$ cat src/rtl/mdio_pkg.sv
package mdio_pkg;

    typedef enum logic [2:0] {
        ST_IDLE,
        ST_PRE,
        ST_CMD,
        ST_CAP,
        ST_POST
    } mdio_state_t;

    localparam int FRAME_W = 32;

    function automatic logic [FRAME_W-1:0] mdio_frame(
        input logic        is_read,
        input logic [4:0]  phy_addr,
        input logic [4:0]  reg_addr,
        input logic [15:0] wdata
    );
        logic [1:0]  opc;
        logic [15:0] payload;
        opc     = is_read ? 2'b10 : 2'b01;
        payload = is_read ? 16'h0000 : wdata;
        return {2'b01, opc, phy_addr, reg_addr, 2'b10, payload};
    endfunction

endpackage

$ cat src/rtl/mdio_phase_timer.sv
module mdio_phase_timer #(
    parameter int DIV_W = 8
) (
    input  logic             clk,
    input  logic             rst_n,
    input  logic             load,
    input  logic [DIV_W-1:0] half_in,
    input  logic             run,
    output logic             tick
);
    logic [DIV_W-1:0] limit_q;
    logic [DIV_W-1:0] cnt_q;

    assign tick = run && (cnt_q == limit_q);

    always_ff @(posedge clk or negedge rst_n) begin
        if (!rst_n) begin
            limit_q <= '0;
            cnt_q   <= '0;
        end else if (load) begin
            limit_q <= half_in;
            cnt_q   <= '0;
        end else if (run) begin
            if (cnt_q == limit_q) cnt_q <= '0;
            else                  cnt_q <= cnt_q + 1'b1;
        end
    end
endmodule

$ cat src/rtl/mdio_rx_shift.sv
module mdio_rx_shift #(
    parameter int OUT_W = 16
) (
    input  logic             clk,
    input  logic             rst_n,
    input  logic             clr,
    input  logic             shift_en,
    input  logic             din,
    output logic [OUT_W-1:0] data
);
    logic [OUT_W-1:0] sr_q;

    assign data = sr_q;

    always_ff @(posedge clk or negedge rst_n) begin
        if (!rst_n)        sr_q <= '0;
        else if (clr)      sr_q <= '0;
        else if (shift_en) sr_q <= {sr_q[OUT_W-2:0], din};
    end
endmodule

$ cat src/rtl/mdio_master.sv
module mdio_master
    import mdio_pkg::*;
#(
    parameter int DIV_W         = 8,
    parameter int PRE_BITS      = 32,
    parameter int POST_BITS     = 32,
    parameter int READ_CMD_BITS = 14,
    parameter int CAP_BITS      = 18
) (
    input  logic             clk,
    input  logic             rst_n,
    input  logic             req,
    input  logic             req_read,
    input  logic [4:0]       req_phy,
    input  logic [4:0]       req_reg,
    input  logic [15:0]      req_wdata,
    input  logic [DIV_W-1:0] half_period,
    output logic             busy,
    output logic             done,
    output logic [15:0]      rd_data,
    output logic             mdc,
    output logic             mdio_o,
    output logic             mdio_oe,
    input  logic             mdio_i
);
    localparam int RD_W     = 16;
    localparam int MAX_A    = (PRE_BITS > POST_BITS) ? PRE_BITS : POST_BITS;
    localparam int MAX_B    = (FRAME_W > CAP_BITS) ? FRAME_W : CAP_BITS;
    localparam int MAX_BITS = (MAX_A > MAX_B) ? MAX_A : MAX_B;
    localparam int CNT_W    = $clog2(MAX_BITS + 1);

    mdio_state_t        state_q;
    logic               ph_q;
    logic [CNT_W-1:0]   bitcnt_q;
    logic [FRAME_W-1:0] sh_q;
    logic               is_rd_q;
    logic               done_q;
    logic [RD_W-1:0]    rd_q;

    logic               accept;
    logic               tick;
    logic [CNT_W-1:0]   bit_limit;
    logic               last_bit;
    logic [RD_W-1:0]    cap_data;

    assign accept   = (state_q == ST_IDLE) && req;
    assign last_bit = (bitcnt_q == bit_limit - 1'b1);

    mdio_phase_timer #(.DIV_W(DIV_W)) u_timer (
        .clk     (clk),
        .rst_n   (rst_n),
        .load    (accept),
        .half_in (half_period),
        .run     (state_q != ST_IDLE),
        .tick    (tick)
    );

    mdio_rx_shift #(.OUT_W(RD_W)) u_rx (
        .clk      (clk),
        .rst_n    (rst_n),
        .clr      (accept),
        .shift_en ((state_q == ST_CAP) && tick && !ph_q),
        .din      (mdio_i),
        .data     (cap_data)
    );

    always_comb begin
        unique case (state_q)
            ST_PRE:  bit_limit = CNT_W'(PRE_BITS);
            ST_CMD:  bit_limit = is_rd_q ? CNT_W'(READ_CMD_BITS) : CNT_W'(FRAME_W);
            ST_CAP:  bit_limit = CNT_W'(CAP_BITS);
            ST_POST: bit_limit = CNT_W'(POST_BITS);
            default: bit_limit = CNT_W'(1);
        endcase
    end

    // state register process
    always_ff @(posedge clk or negedge rst_n) begin
        if (!rst_n) begin
            state_q  <= ST_IDLE;
            ph_q     <= 1'b0;
            bitcnt_q <= '0;
            sh_q     <= '0;
            is_rd_q  <= 1'b0;
            done_q   <= 1'b0;
            rd_q     <= '0;
        end else begin
            done_q <= 1'b0;
            if (accept) begin
                state_q  <= ST_PRE;
                ph_q     <= 1'b0;
                bitcnt_q <= '0;
                sh_q     <= mdio_frame(req_read, req_phy, req_reg, req_wdata);
                is_rd_q  <= req_read;
            end else if (tick) begin
                if (!ph_q) begin
                    ph_q <= 1'b1;
                end else begin
                    ph_q <= 1'b0;
                    if (state_q == ST_CMD) sh_q <= {sh_q[FRAME_W-2:0], 1'b0};
                    if (!last_bit) begin
                        bitcnt_q <= bitcnt_q + 1'b1;
                    end else begin
                        bitcnt_q <= '0;
                        unique case (state_q)
                            ST_PRE:  state_q <= ST_CMD;
                            ST_CMD:  state_q <= is_rd_q ? ST_CAP : ST_POST;
                            ST_CAP:  state_q <= ST_POST;
                            ST_POST: begin
                                state_q <= ST_IDLE;
                                done_q  <= 1'b1;
                                if (is_rd_q) rd_q <= cap_data;
                            end
                            default: state_q <= ST_IDLE;
                        endcase
                    end
                end
            end
        end
    end

    // output process
    always_comb begin
        unique case (state_q)
            ST_IDLE: begin
                mdc = 1'b0; mdio_o = 1'b1;         mdio_oe = 1'b1;
            end
            ST_CMD: begin
                mdc = ph_q; mdio_o = sh_q[FRAME_W-1]; mdio_oe = 1'b1;
            end
            ST_CAP: begin
                mdc = ph_q; mdio_o = 1'b1;         mdio_oe = 1'b0;
            end
            default: begin
                mdc = ph_q; mdio_o = 1'b1;         mdio_oe = 1'b1;
            end
        endcase
    end

    assign busy    = (state_q != ST_IDLE);
    assign done    = done_q;
    assign rd_data = rd_q;

endmodule

$ cat config.mk
export PLATFORM = sky130hd
export DESIGN_NAME = mdio_master
export DESIGN_NICKNAME = d
export VERILOG_FILES = /design/src/rtl/mdio_pkg.sv /design/src/rtl/mdio_phase_timer.sv /design/src/rtl/mdio_rx_shift.sv /design/src/rtl/mdio_master.sv
export SDC_FILE = /design/constraint.sdc
export NUM_CORES = 1
export LEC_CHECK = 0
export BUFFER_PORTS_ARGS = -buffer_cell sky130_fd_sc_hd__buf_2
export CAP_MARGIN = 20
export CORE_ASPECT_RATIO = 0.8
export CORE_MARGIN = 5
export CORE_UTILIZATION = 35
export DETAILED_ROUTE_END_ITERATION = 16
export GPL_TIMING_DRIVEN = 0
export MAX_ROUTING_LAYER = met4
export PLACE_DENSITY = 0.6
export SYNTH_ARGS = -nofsm -noshare
export SYNTH_HDL_FRONTEND = slang
export SYNTH_SLANG_ARGS = --single-unit
$ cat constraint.sdc
create_clock -name clk -period 4.25 [get_ports clk]
set_input_delay 0.85 -clock clk [delete_from_list [all_inputs] [get_ports clk]]
set_output_delay 0.85 -clock clk [all_outputs]
set_load 0.02 [all_outputs]
## After elaboration in Yosys (flattened, before gate mapping)

Index checks and enable logic that the tools add are counted.

- Word-level logic and storage cells: 72
- Flip-flop bits (word level): 92
- Input bits: 39

- Mux-type cells: 34
- Reductions and logical operators: 18
- Equal/unequal tests: 6
- Bitwise logic cells: 1
- Add/sub/neg operators: 3

Operators by type and width:

| cell | count |
|---|---|
| 32-bit two-way mux | 4 |
| 16-bit two-way mux | 3 |
| 6-bit two-way mux | 5 |
| 8-bit two-way mux | 3 |
| 6-bit case mux with 3 select lines | 1 |
| 3-bit two-way mux | 5 |
| 2-bit nonzero test | 6 |
| 1-bit two-way mux | 11 |
| 3-bit case mux with 3 select lines | 1 |
| 8-bit by 1-bit adder with 8-bit output, second input constant | 1 |
| 8-bit == test | 1 |
| 6-bit by 1-bit adder with 6-bit output, second input constant | 1 |
| 3-bit by 2-bit == test with 1-bit output, second input constant | 2 |
| 6-bit == test | 1 |
| 3-bit AND reduction | 2 |
| 6-bit AND reduction | 1 |
| 6-bit by 1-bit subtractor with 6-bit output, second input constant | 1 |
| 1-bit logical AND | 4 |
| 3-bit by 1-bit == test with 1-bit output, second input constant | 1 |
| 3-bit == test, second input constant | 1 |
| 3-bit zero test | 1 |
| 3-bit nonzero test | 1 |
| 2-bit two-way mux | 1 |
| 2-bit AND reduction | 1 |
| 3 further kinds | 3 |

## Logic depth before layout (Yosys ltp)

- Depth in word-level cells: 9
- Depth in mapped cells: 11
- Depth with buffers taken out: 9

## Cells and area by module

A second synthesis with hierarchy kept.

- Cells, all modules: 387
- Area total of the unflattened synthesis: 4,365.4 um^2

By module, submodules not included:

| module | area each (um^2) | instances | cells an instance |
|---|---|---|---|
| mdio_master | 2,880.3 | 1 | 262 |
| mdio_phase_timer | 824.5 | 1 | 73 |
| mdio_rx_shift | 660.6 | 1 | 52 |

## Least setup slack after synthesis

No wires, ideal clock.

- Kind: flip-flop to flip-flop
- Start: reg state_q[1]
- End: reg rd_q[10] (netlist: rd_data[10])
- Stages on the path, launching flop included: 12
- Setup time: 125 ps
- Setup slack: 1,424 ps
- Arrival: 2,702 ps
- Period minus slack after synthesis: 2,826 ps
- Buffers on the path: 2
- Required time: 4,125 ps
- Cell sequence: dfrtp_1 > buf_4 > nor4b_1 > a211oi_2 > inv_1 > ha_1 > xnor2_1 > nor2_1 > o2111ai_2 > nor4_4 > buf_6 > mux2_2

- Cells in the longest elaborated chain, start to end: 6
- Elaborated cells between the ends (all ways): 14

RTL lines:

| element | RTL line | source |
|---|---|---|
| from (decl) | mdio_master.sv:32 | `mdio_state_t state_q;` |
| from (signal assigned) | mdio_master.sv:107 | `ST_CMD: state_q <= is_rd_q ? ST_CAP : ST_POST;` |
| 3-bit == test or 3-bit by 1-bit == test with 1-bit output (tied branches) | mdio_master.sv:68, mdio_master.sv:105 |  |
| 2-bit OR reduction (no line) | - |  |
| 6-bit case mux with 3 select lines | mdio_master.sv:68 | `unique case (state_q)` |
| 6-bit by 1-bit subtractor with 6-bit output | mdio_master.sv:47 | `assign last_bit = (bitcnt_q == bit_limit - 1'b1);` |
| 6-bit == test | mdio_master.sv:47 |  |
| 6-bit AND reduction (no line) * | - |  |
| to (signal assigned) | mdio_master.sv:112 | `if (is_rd_q) rd_q <= cap_data;` |
| to (decl) | mdio_master.sv:38 | `logic [RD_W-1:0] rd_q;` |

Mark *: on every way between the ends. The rest lies on a longest branch, timed or not.
A chain may end at the register's enable or synchronous reset.

## Final worst setup path

- Start: reg state_q[0]
- End: reg rd_q[7] (netlist: rd_data[7])

The elaborated chain is that of the path after synthesis.

==> flow_metrics.tcl <==
set metrics [dict create \
    grt_use_total 0.142 \
    fin_cells 659 \
    synth-main-ff-cell "dfrtp_1" \
    grt_pass1_vias 3327 \
    rsz0062_at_grt "false" \
    area.sequential_um2 2300 \
    final_hold_viol_count 0 \
    arrival_ns 3.45 \
    async_flop_share 1.00 \
    clk_path_buf_depth 2 \
    post-dp-hpwl_um 6790 \
    setup_tns_ns 0 \
    start_kind "register" \
    dp.cells 644 \
    dr.pass1.iters 5 \
    reg2reg_from "state_q[0]$_DFFE_PN0P_" \
    slew_headroom 0.482 \
    status "finished, final reports clean" \
    place_congestion 0.846 \
    fin_util 0.432 \
    htree_num_levels 3 \
    max_freq_mhz 310 \
    cts_hold_buf 0 \
    avgRoutedWirePerCell_um 14.3 \
    synth_area_um2 4410 \
    post-cts-setup-buffer-count 0 \
    die_height_um 110 \
    core_area_um2 12300 \
    crit_type "register to register" \
    mostFrequentLayoutCells "dfrtp_1 (92), buf_2 (59), nand2_1 (51)" \
    maxCapViolations 0 \
    cp.required_ns 4.48 \
    postPlaceCellArea_um2 4950 \
    pin_count 60 \
    reg2reg_depth 11 \
    num_rows 36 \
    nets 526 \
    timing.reg2reg.setup_slack_ns 1.03 \
    p_leak_uw 0.00251 \
    avgViaCountPerCell 4.85 \
    final_common_cell "dfrtp_1" \
    cts_resized 0 \
    powerDensity_nw_per_um2 348 \
    maxSlewViolCount 0 \
    grt_max_degree 60 \
    endpoint_kind "register" \
    area_growth_pct 19.9 \
    drcViolationCount 0 \
    multi_input_area_um2 1920 \
    crit_fanout 10 \
    cts_sinks 92 \
    worst-slew-pin-transition_ns 0.776 \
    clk_latency_ns 0.34 \
    ys_seq_area_frac 0.522 \
    vias 3195 \
    synth_top_area_share 0.522 \
    synthCells 413 \
    antenna_found_initial 0 \
    r2r_end "rd_data[7]$_DFFE_PN0P_" \
    synth-seq-cells 92 \
    die_area_um2 15000 \
    wirelength_um 9450 \
    antenna_cells 0 \
    drtIter0Drc 148 \
    syn_nets 455 \
    fin_area_um2 5290 \
    synth.largest_area_cell "dfrtp_1" \
    io_buffer_count 59 \
    grt_pass1_wl_um 16400 \
    drtAntennaViolNets 0 \
    clk_pin_slew_ns 0.07 \
    setup_viol 0 \
    overflow 0 \
    worstSetupStartpoint "state_q[0]$_DFFE_PN0P_" \
    p_comb_frac 0.023 \
    clock_power_share 0.501 \
    power_frac_seq 0.476 \
    fp.dieW_um 135 \
    synthDistinctLibCells 47 \
    fin_crit_sh 0.759 \
    root_buffer "clkbuf_16" \
    internal_power_uw 1480 \
    synth_edf_count 0 \
    ir_drop_mv 0.226 \
    fin_skew_ns 0.00540 \
    start_util 0.360 \
    hold_path.class "input port to async pin" \
    nFillCells 1189 \
    cts_buffers 9 \
    min_period_ns 3.22 \
    layout-drive-gt1-share 0.217 \
    avgSynthCellArea_um2 10.7 \
    sw_frac_of_total 0.195 \
    synth_area_leaders "dfrtp_1 (52%), mux2i_1 (9.1%), o21ai_0 (5.1%)" \
    yosys_warnings 0 \
    tritoncts "built" \
    power.net_switching_uw 359 \
]
[through the flow]
step	total power (µW)	hold WS [ns]	setup slack [ns]
floorplan	897	0.453	1.42
global placement	933	0.472	1.07
detailed placement	938	0.480	1.03
CTS	1860	0.475	1.01
global route	1900	0.491	0.800
finish	1840	0.460	1.03
[how the worst max path moves through the flow]
stage	to	cells after the start
global route	rd_data[11]$_DFFE_PN0P_	11
global placement	rd_data[13]$_DFFE_PN0P_	11
detailed placement	rd_data[7]$_DFFE_PN0P_	11
floorplan	rd_data[10]$_DFFE_PN0P_	11
CTS	rd_data[7]$_DFFE_PN0P_	11
finish	rd_data[7]$_DFFE_PN0P_	11
[state kept, by name (all words and copies together), names as in the netlist]
signal           count
u_timer.limit_q      8
done                 1
sh_q                32
state_q              3
bitcnt_q             6
u_timer.cnt_q        8
ph_q                 1
u_rx.data           16
is_rd_q              1
rd_data             16
[worst max-delay path: stages, from the launching register on]
cell       delay, ns
dfrtp_1         0.37
buf_4           0.17
nor4b_1         0.39
a211oi_2        0.12
inv_1           0.08
ha_1            0.23
xnor2_1         0.13
nor2_1          0.17
o2111ai_2       0.29
nor4_4          0.59
buf_6           0.23
mux2_2          0.35
[metal layers]
metal | part of all wire | vias to the layer above | GRT usage
li1 | - | 1597 | -
met1 | 0.49 | 1523 | 0.193
met2 | 0.45 | 67 | 0.211
met3 | 0.041 | 8 | 0.0417
met4 | 0.012 | 0 | 0.0338
met5 | 0 | - | -
[kinds of logic after synthesis]
kind of cell	share of synthesized area
compound gates	0.0982
buf+inv	0.0428
fa+ha+maj	0.00851
simple gates	0.156
flops	0.522
xor+xnor	0.0358
mux	0.137
[power by group through the flow]
stage               sequential [µW]  clock [µW]  combinational [µW]
finish                          876         921                42.7
global route                    876         971                49.6
CTS                             876         942                44.9
detailed placement              893           0                44.7
global placement                893           0                40.2
floorplan                       893           0                3.68
[final cells by class]
cell class / count / share of cell area
clock buffer: 11 / 0.0459
timing repair buffer: 60 / 0.0615
multi-input combinational: 280 / 0.363
buffer: 27 / 0.0258
tap: 171 / 0.0405
sequential: 92 / 0.435
inverter: 14 / 0.00994
clock inverter: 4 / 0.0185
[Yosys cell counts (4+ instances only)]
cell	instances
nand3b_1	17
inv_1	13
buf_4	5
mux2_2	17
and3_1	6
nand2_1	51
a22o_1	4
o21ai_0	45
a21oi_1	4
nand4_1	4
xnor2_1	15
a211oi_1	4
nand3_1	16
mux2i_1	40
dfrtp_1	92
clkbuf_1	19
nor2_1	14
(Power assumes the default switching activity.)
